===== src/rtl/hk_pkg.sv =====
package hk_pkg;

   typedef enum logic [1:0] {
      BAR_OFF       = 2'b00,
      BAR_ZERO_NINE = 2'b01,
      BAR_ZERO      = 2'b10,
      BAR_OFF_ALT   = 2'b11
   } bar_mode_e;

   function automatic logic lock_active(input bar_mode_e m);
      return (m == BAR_ZERO_NINE) || (m == BAR_ZERO);
   endfunction

endpackage


===== src/rtl/hk_sync_edge.sv =====
module hk_sync_edge #(
   parameter int unsigned STAGES = 2,
   parameter bit          IDLE   = 1'b1
) (
   input  logic clk,
   input  logic rst_n,
   input  logic din,
   output logic level,
   output logic fall
);

   logic [STAGES-1:0] sh_q;
   logic              last_q;

   generate
      if (STAGES == 1) begin : g_single
         always_ff @(posedge clk or negedge rst_n) begin
            if (!rst_n) sh_q <= IDLE;
            else        sh_q <= din;
         end
      end else begin : g_chain
         always_ff @(posedge clk or negedge rst_n) begin
            if (!rst_n) sh_q <= {STAGES{IDLE}};
            else        sh_q <= {sh_q[STAGES-2:0], din};
         end
      end
   endgenerate

   always_ff @(posedge clk or negedge rst_n) begin
      if (!rst_n) last_q <= IDLE;
      else        last_q <= sh_q[STAGES-1];
   end

   assign level = sh_q[STAGES-1];
   assign fall  = last_q & ~sh_q[STAGES-1];

endmodule


===== src/rtl/hk_hook_debounce.sv =====
module hk_hook_debounce #(
   parameter int unsigned NORM_MS = 150,
   parameter int unsigned LOCK_MS = 20
) (
   input  logic clk,
   input  logic rst_n,
   input  logic tick,
   input  logic onhook_lvl,
   input  logic lock,
   output logic offh,
   output logic onhook_evt
);

   localparam int unsigned MAX_MS = (NORM_MS > LOCK_MS) ? NORM_MS : LOCK_MS;
   localparam int unsigned CW     = $clog2(MAX_MS + 1);
   localparam logic [CW-1:0] NORM_LIM = CW'(NORM_MS - 1);
   localparam logic [CW-1:0] LOCK_LIM = CW'(LOCK_MS - 1);

   logic [CW-1:0] cnt_q;
   logic [CW-1:0] limit;
   logic          offh_q;

   assign limit      = lock ? LOCK_LIM : NORM_LIM;
   assign onhook_evt = offh_q & onhook_lvl & tick & (cnt_q >= limit);

   always_ff @(posedge clk or negedge rst_n) begin
      if (!rst_n) begin
         offh_q <= 1'b0;
         cnt_q  <= '0;
      end else begin
         if (onhook_evt)       offh_q <= 1'b0;
         else if (!onhook_lvl) offh_q <= 1'b1;

         if (!onhook_lvl || !offh_q || onhook_evt) cnt_q <= '0;
         else if (tick && (cnt_q < limit))         cnt_q <= cnt_q + 1'b1;
      end
   end

   assign offh = offh_q;

endmodule


===== src/rtl/hk_hold_timer.sv =====
module hk_hold_timer #(
   parameter int unsigned HOLD_MS     = 300,
   parameter int unsigned POR_HIGH_MS = 100
) (
   input  logic clk,
   input  logic rst_n,
   input  logic tick,
   input  logic offh,
   input  logic lock,
   input  logic por_first,
   output logic hold_run,
   output logic line_hold_n
);

   localparam int unsigned HW = $clog2(HOLD_MS + 1);
   localparam logic [HW-1:0] HOLD_L = HW'(HOLD_MS);
   localparam logic [HW-1:0] HIGH_L = HW'(POR_HIGH_MS);

   logic [HW-1:0] cnt_q;
   logic          line_q;
   logic          early;
   logic          line_low;

   always_ff @(posedge clk or negedge rst_n) begin
      if (!rst_n)                        cnt_q <= '0;
      else if (!offh)                    cnt_q <= '0;
      else if (tick && (cnt_q < HOLD_L)) cnt_q <= cnt_q + 1'b1;
   end

   assign hold_run = offh & (cnt_q < HOLD_L);
   assign early    = por_first & (cnt_q < HIGH_L);
   assign line_low = lock & offh & (hold_run ? ~early : por_first);

   always_ff @(posedge clk or negedge rst_n) begin
      if (!rst_n) line_q <= 1'b1;
      else        line_q <= ~line_low;
   end

   assign line_hold_n = line_q;

endmodule


===== src/rtl/hk_key_gate.sv =====
module hk_key_gate
   import hk_pkg::*;
#(
   parameter int unsigned KEY_W       = 4,
   parameter int unsigned ZERO_CODE   = 0,
   parameter int unsigned NINE_CODE   = 9,
   parameter bit          NINE_BAR_EN = 1'b1
) (
   input  logic             clk,
   input  logic             rst_n,
   input  logic             key_vld,
   input  logic [KEY_W-1:0] key_code,
   input  logic             chip_en,
   input  logic             lock,
   input  logic             hold_run,
   input  bar_mode_e        bar_mode,
   input  logic             onhook_evt,
   input  logic             por_flag,
   output logic             key_out_vld,
   output logic [KEY_W-1:0] key_out_code,
   output logic             barred,
   output logic             por_first
);

   logic is_zero, is_nine, hit;
   logic take, reject_first, pass;
   logic first_q, barred_q, por_q, vld_q;
   logic [KEY_W-1:0] code_q;

   assign is_zero = (key_code == KEY_W'(ZERO_CODE));

   generate
      if (NINE_BAR_EN) begin : g_nine
         assign is_nine = (key_code == KEY_W'(NINE_CODE));
      end else begin : g_no_nine
         assign is_nine = 1'b0;
      end
   endgenerate

   always_comb begin
      case (bar_mode)
         BAR_ZERO_NINE: hit = is_zero | is_nine;
         BAR_ZERO:      hit = is_zero;
         default:       hit = 1'b0;
      endcase
   end

   assign take         = key_vld & chip_en & ~barred_q & ~(lock & hold_run);
   assign reject_first = take & first_q & hit;
   assign pass         = take & ~reject_first;

   always_ff @(posedge clk or negedge rst_n) begin
      if (!rst_n) begin
         vld_q    <= 1'b0;
         code_q   <= '0;
         first_q  <= 1'b1;
         barred_q <= 1'b0;
         por_q    <= 1'b0;
      end else begin
         vld_q <= pass;
         if (pass) code_q <= key_code;

         if (onhook_evt) begin
            first_q  <= 1'b1;
            barred_q <= 1'b0;
         end else if (reject_first) begin
            first_q  <= 1'b0;
            barred_q <= 1'b1;
         end else if (pass) begin
            first_q  <= 1'b0;
         end

         if (por_flag)                por_q <= 1'b1;
         else if (onhook_evt || pass) por_q <= 1'b0;
      end
   end

   assign key_out_vld  = vld_q;
   assign key_out_code = code_q;
   assign barred       = barred_q;
   assign por_first    = por_q;

endmodule


===== src/rtl/hook_bar_ctrl.sv =====
module hook_bar_ctrl
   import hk_pkg::*;
#(
   parameter int unsigned KEY_W       = 4,
   parameter int unsigned SYNC_STAGES = 2,
   parameter int unsigned DEB_NORM_MS = 150,
   parameter int unsigned DEB_LOCK_MS = 20,
   parameter int unsigned HOLD_MS     = 300,
   parameter int unsigned POR_HIGH_MS = 100,
   parameter int unsigned ZERO_CODE   = 0,
   parameter int unsigned NINE_CODE   = 9,
   parameter bit          NINE_BAR_EN = 1'b1
) (
   input  logic             clk,
   input  logic             rst_n,
   input  logic             tick_1ms,
   input  logic             hook_n,
   input  logic             hf_n,
   input  logic [1:0]       bar_sel,
   input  logic             por_flag,
   input  logic             key_vld,
   input  logic [KEY_W-1:0] key_code,
   output logic             key_out_vld,
   output logic [KEY_W-1:0] key_out_code,
   output logic             chip_en,
   output logic             hf_out,
   output logic             line_hold_n
);

   generate
      if (SYNC_STAGES < 1) begin : g_bad_sync
         $error("SYNC_STAGES must be at least 1");
      end
      if (POR_HIGH_MS >= HOLD_MS) begin : g_bad_por
         $error("POR_HIGH_MS must be below HOLD_MS");
      end
      if (DEB_LOCK_MS < 1 || DEB_NORM_MS < 1) begin : g_bad_deb
         $error("debounce windows must be at least one tick");
      end
      if (ZERO_CODE >= (1 << KEY_W) || NINE_CODE >= (1 << KEY_W)) begin : g_bad_code
         $error("digit codes must fit KEY_W");
      end
   endgenerate

   bar_mode_e bar_mode;
   logic      lock_w;
   logic      hook_lvl_w, hook_fall_w;
   logic      hf_lvl_w, hf_fall_w;
   logic      offh_w, onhook_evt_w;
   logic      hold_run_w, por_first_w, barred_w;
   logic      hf_q;

   assign bar_mode = bar_mode_e'(bar_sel);
   assign lock_w   = lock_active(bar_mode);

   hk_sync_edge #(.STAGES(SYNC_STAGES), .IDLE(1'b1)) i_hook_sync (
      .clk   (clk),
      .rst_n (rst_n),
      .din   (hook_n),
      .level (hook_lvl_w),
      .fall  (hook_fall_w)
   );

   hk_sync_edge #(.STAGES(SYNC_STAGES), .IDLE(1'b1)) i_hf_sync (
      .clk   (clk),
      .rst_n (rst_n),
      .din   (hf_n),
      .level (hf_lvl_w),
      .fall  (hf_fall_w)
   );

   hk_hook_debounce #(.NORM_MS(DEB_NORM_MS), .LOCK_MS(DEB_LOCK_MS)) i_deb (
      .clk        (clk),
      .rst_n      (rst_n),
      .tick       (tick_1ms),
      .onhook_lvl (hook_lvl_w),
      .lock       (lock_w),
      .offh       (offh_w),
      .onhook_evt (onhook_evt_w)
   );

   hk_hold_timer #(.HOLD_MS(HOLD_MS), .POR_HIGH_MS(POR_HIGH_MS)) i_hold (
      .clk         (clk),
      .rst_n       (rst_n),
      .tick        (tick_1ms),
      .offh        (offh_w),
      .lock        (lock_w),
      .por_first   (por_first_w),
      .hold_run    (hold_run_w),
      .line_hold_n (line_hold_n)
   );

   // clearing on the on-hook event outranks a same-cycle toggle
   always_ff @(posedge clk or negedge rst_n) begin
      if (!rst_n)            hf_q <= 1'b0;
      else if (onhook_evt_w) hf_q <= 1'b0;
      else if (hf_fall_w)    hf_q <= ~hf_q;
   end

   assign hf_out  = hf_q;
   assign chip_en = offh_w | hf_q;

   hk_key_gate #(
      .KEY_W       (KEY_W),
      .ZERO_CODE   (ZERO_CODE),
      .NINE_CODE   (NINE_CODE),
      .NINE_BAR_EN (NINE_BAR_EN)
   ) i_gate (
      .clk          (clk),
      .rst_n        (rst_n),
      .key_vld      (key_vld),
      .key_code     (key_code),
      .chip_en      (chip_en),
      .lock         (lock_w),
      .hold_run     (hold_run_w),
      .bar_mode     (bar_mode),
      .onhook_evt   (onhook_evt_w),
      .por_flag     (por_flag),
      .key_out_vld  (key_out_vld),
      .key_out_code (key_out_code),
      .barred       (barred_w),
      .por_first    (por_first_w)
   );

endmodule


===== config.mk =====
export PLATFORM = sky130hd
export DESIGN_NAME = hook_bar_ctrl
export DESIGN_NICKNAME = d
export VERILOG_FILES = /design/src/rtl/hk_pkg.sv /design/src/rtl/hk_sync_edge.sv /design/src/rtl/hk_hook_debounce.sv /design/src/rtl/hk_hold_timer.sv /design/src/rtl/hk_key_gate.sv /design/src/rtl/hook_bar_ctrl.sv
export SDC_FILE = /design/constraint.sdc
export NUM_CORES = 1
export LEC_CHECK = 0
export ABC_AREA = 1
export BUFFER_PORTS_ARGS = -buffer_cell sky130_fd_sc_hd__buf_4
export CORE_ASPECT_RATIO = 0.9
export CORE_MARGIN = 2
export CORE_UTILIZATION = 60
export CTS_CLUSTER_DIAMETER = 150
export DETAILED_ROUTE_END_ITERATION = 10
export PLACE_DENSITY = 0.81
export RECOVER_POWER = 100
export SYNTH_ARGS = -nofsm -noshare
export SYNTH_HDL_FRONTEND = slang
export SYNTH_HIERARCHICAL = 1
export SYNTH_SLANG_ARGS = --single-unit

===== constraint.sdc =====
create_clock -name clk -period 2.3 [get_ports clk]
set_input_delay 0.46 -clock clk [delete_from_list [all_inputs] [get_ports clk]]
set_output_delay 0.46 -clock clk [all_outputs]
set_load 0.005 [all_outputs]

==> impl_metrics.json <==
{
  "cp.arrival_ps": 1350,
  "tns_ps": 0,
  "final_cell_area_sq_um": 2150,
  "rr_worst_depth": 11,
  "h-tree-depth": 2,
  "rows": 19,
  "whs_path_depth": 1,
  "nFillCells": 273,
  "rr_startpoint": "i_hold/cnt_q[4]$_DFFE_PN0P_",
  "period_share_pct": 78.7,
  "core_area_sq_um": 3070,
  "fmax_ghz": 0.552,
  "drv_slew": 34,
  "drc": 0,
  "drt_wl_total_mm": 3.53,
  "cts-hold-fix-buffers": 0,
  "post_cts_buffers": 0,
  "rr_endpoint": "i_gate/key_out_code[1]$_DFFE_PN0P_",
  "numCtsBuffers": 5,
  "ys_warn_count": 6,
  "min_from": "hook_n",
  "final_hold_viol_count": 0,
  "multi_input_area_sq_um": 896,
  "layout.cells.non_filler": 321,
  "track_usage_pct": 22.1,
  "drt_iter0_markers": 117,
  "finalPower_mw": 1.15,
  "grt_max_degree": 34,
  "postRouteAntennaNets": 0,
  "p_int_mw": 0.844,
  "fp.dieH_um": 58.0,
  "num_io_pins": 21,
  "syn_avg_cell_area_sq_um": 7.72,
  "wl_met2_mm": 1.72,
  "place_ws_ps": 275,
  "syn_nets": 272,
  "grt_pass1_vias": 1481,
  "numPortBuffers": 20,
  "dieArea_sq_um": 3710,
  "wl_per_cell_um": 11.0,
  "critical_path_class": "reg -> out",
  "setup_violations": 0,
  "placed_area_sq_um": 2140,
  "dp_cells": 313,
  "maxCapViolCount": 1,
  "crit_slowest_cell": "dfrtp_1",
  "cts.repair.resized": 0,
  "cts-root-buf": "clkbuf_4",
  "clkTransAtPathRegs_ps": 100,
  "rsz0062_at_grt": "no",
  "clock_path_buffers": 2,
  "drive_above_1_share_pct": 17.2,
  "insertion_delay_ps": 340,
  "seq_power_share_pct": 55.4,
  "slew_headroom_pct": -11.2,
  "critical_path.top_delay_family": "flip-flops",
  "syn_area_sq_um": 1940,
  "ir_drop_uv": 401,
  "violations": "max-capacitance violations, max-slew violations",
  "hpwl_mm": 2.71,
  "syn_to_final_growth_pct": 10.8,
  "slowest_delay_ps": 570,
  "r2r_slack_ps": 560,
  "power.switching_mw": 0.304,
  "routed-wl-met3_um": 121,
  "combPwrFrac_pct": 12.2,
  "fin_skew_ps": 10.9,
  "cts_tree": "built",
  "nets": 298,
  "antennaDiodeCount": 0,
  "hold_end": "i_hook_sync/sh_q[0]$_DFF_PN1_",
  "regArea_sq_um": 835,
  "vias": 1590,
  "vias_per_cell": 4.95,
  "status": "finished with violations",
  "grt_pass1_wl_mm": 6.15,
  "initial_core_util_pct": 63.4,
  "die_x_um": 64.0,
  "p_clk_share_pct": 32.4,
  "leakage_nw": 1.19,
  "syn_inst": 252,
  "antenna_found_initial": 0,
  "grt_overflow": 0,
  "startpoint_type": "flip-flop",
  "wl_met1_mm": 1.63,
  "critPathCaptureType": "primary output",
  "pwr_density_cell_nw_per_um2": 533,
  "period_needed_ps": 1810,
  "hp-class": "in -> reg",
  "path_cells": "or2_0, buf_4",
  "setup_slack_ps": 490,
  "critPathMaxFanout": 12,
  "tightest_slew_ps": 1670,
  "required_ps": 1840,
  "gp_congestion": 0.868,
  "cp_num_buf_inv": 1,
  "swShare_pct": 26.5,
  "drt-pass1-iter-count": 4,
  "top_layer": "met4",
  "cts.sinks": 33
}
state kept, by name (all words and copies together), names as in the netlist:
signal,flops
i_hf_sync/last_q,1
i_deb/offh,1
i_hook_sync/sh_q,2
i_gate/por_first,1
i_gate/key_out_code,4
i_gate/first_q,1
i_hf_sync/sh_q,2
i_hold/cnt_q,9
i_gate/key_out_vld,1
hf_out,1
i_deb/cnt_q,8
i_hold/line_hold_n,1
i_gate/barred,1
area by class of cell:
class,count,share of cell area [%]
Clock buffer,7,3.02
Inverter,40,7.20
Sequential cell,33,38.7
Clock inverter,1,0.232
Timing Repair Buffer,21,6.79
Multi-Input combinational cell,177,41.6
Tap cell,42,2.44
cells in the final DEF (no fill, tap or decap), drive strengths merged:
master	instances
a21oi	6
buf	9
clkbuf	19
clkinv	4
dfrtp	26
dfstp	7
ha	7
inv	37
nand2	88
nand3	17
nand3b	1
nand4	12
nor2	33
nor3	1
o21ai	3
o21bai	2
or2	3
xor2	4
through the flow:
stage	util [%]	hold slack [ps]
finish	70.3	223
global route	70.3	197
CTS	71.9	38.5
detailed placement	69.6	348
global placement	69.6	347
floorplan	-	164
metal layers:
metal  up-vias  GRT usage [%]
met4         0           11.8
met3         6           5.24
met1       725           27.4
met5         -              0
met2        25           36.3
li1        834              -
worst max path at each step:
stage,from,endpoint,slack [ps],depth (start not counted)
3_3_place_gp,bar_sel[0],i_gate/por_first$_DFFE_PN0P_,330,14
2_1_floorplan,bar_sel[1],i_gate/por_first$_DFFE_PN0P_,480,16
4_1_cts,i_deb/offh$_DFFE_PN0P_,chip_en,470,2
3_5_place_dp,bar_sel[0],i_gate/por_first$_DFFE_PN0P_,270,14
5_1_grt,i_hold/cnt_q[4]$_DFFE_PN0P_,i_gate/key_out_code[1]$_DFFE_PN0P_,370,11
6_report,i_deb/offh$_DFFE_PN0P_,chip_en,490,2
power by group through the flow:
stage               logic [mW]  clock network [mW]  registers, mW
floorplan               0.0896                   0          0.640
global placement         0.147                   0          0.647
detailed placement       0.151                   0          0.648
CTS                      0.151               0.387          0.637
global route             0.164               0.410          0.641
finish                   0.140               0.372          0.636
No activity file was read; power rests on OpenSTA's default activity.
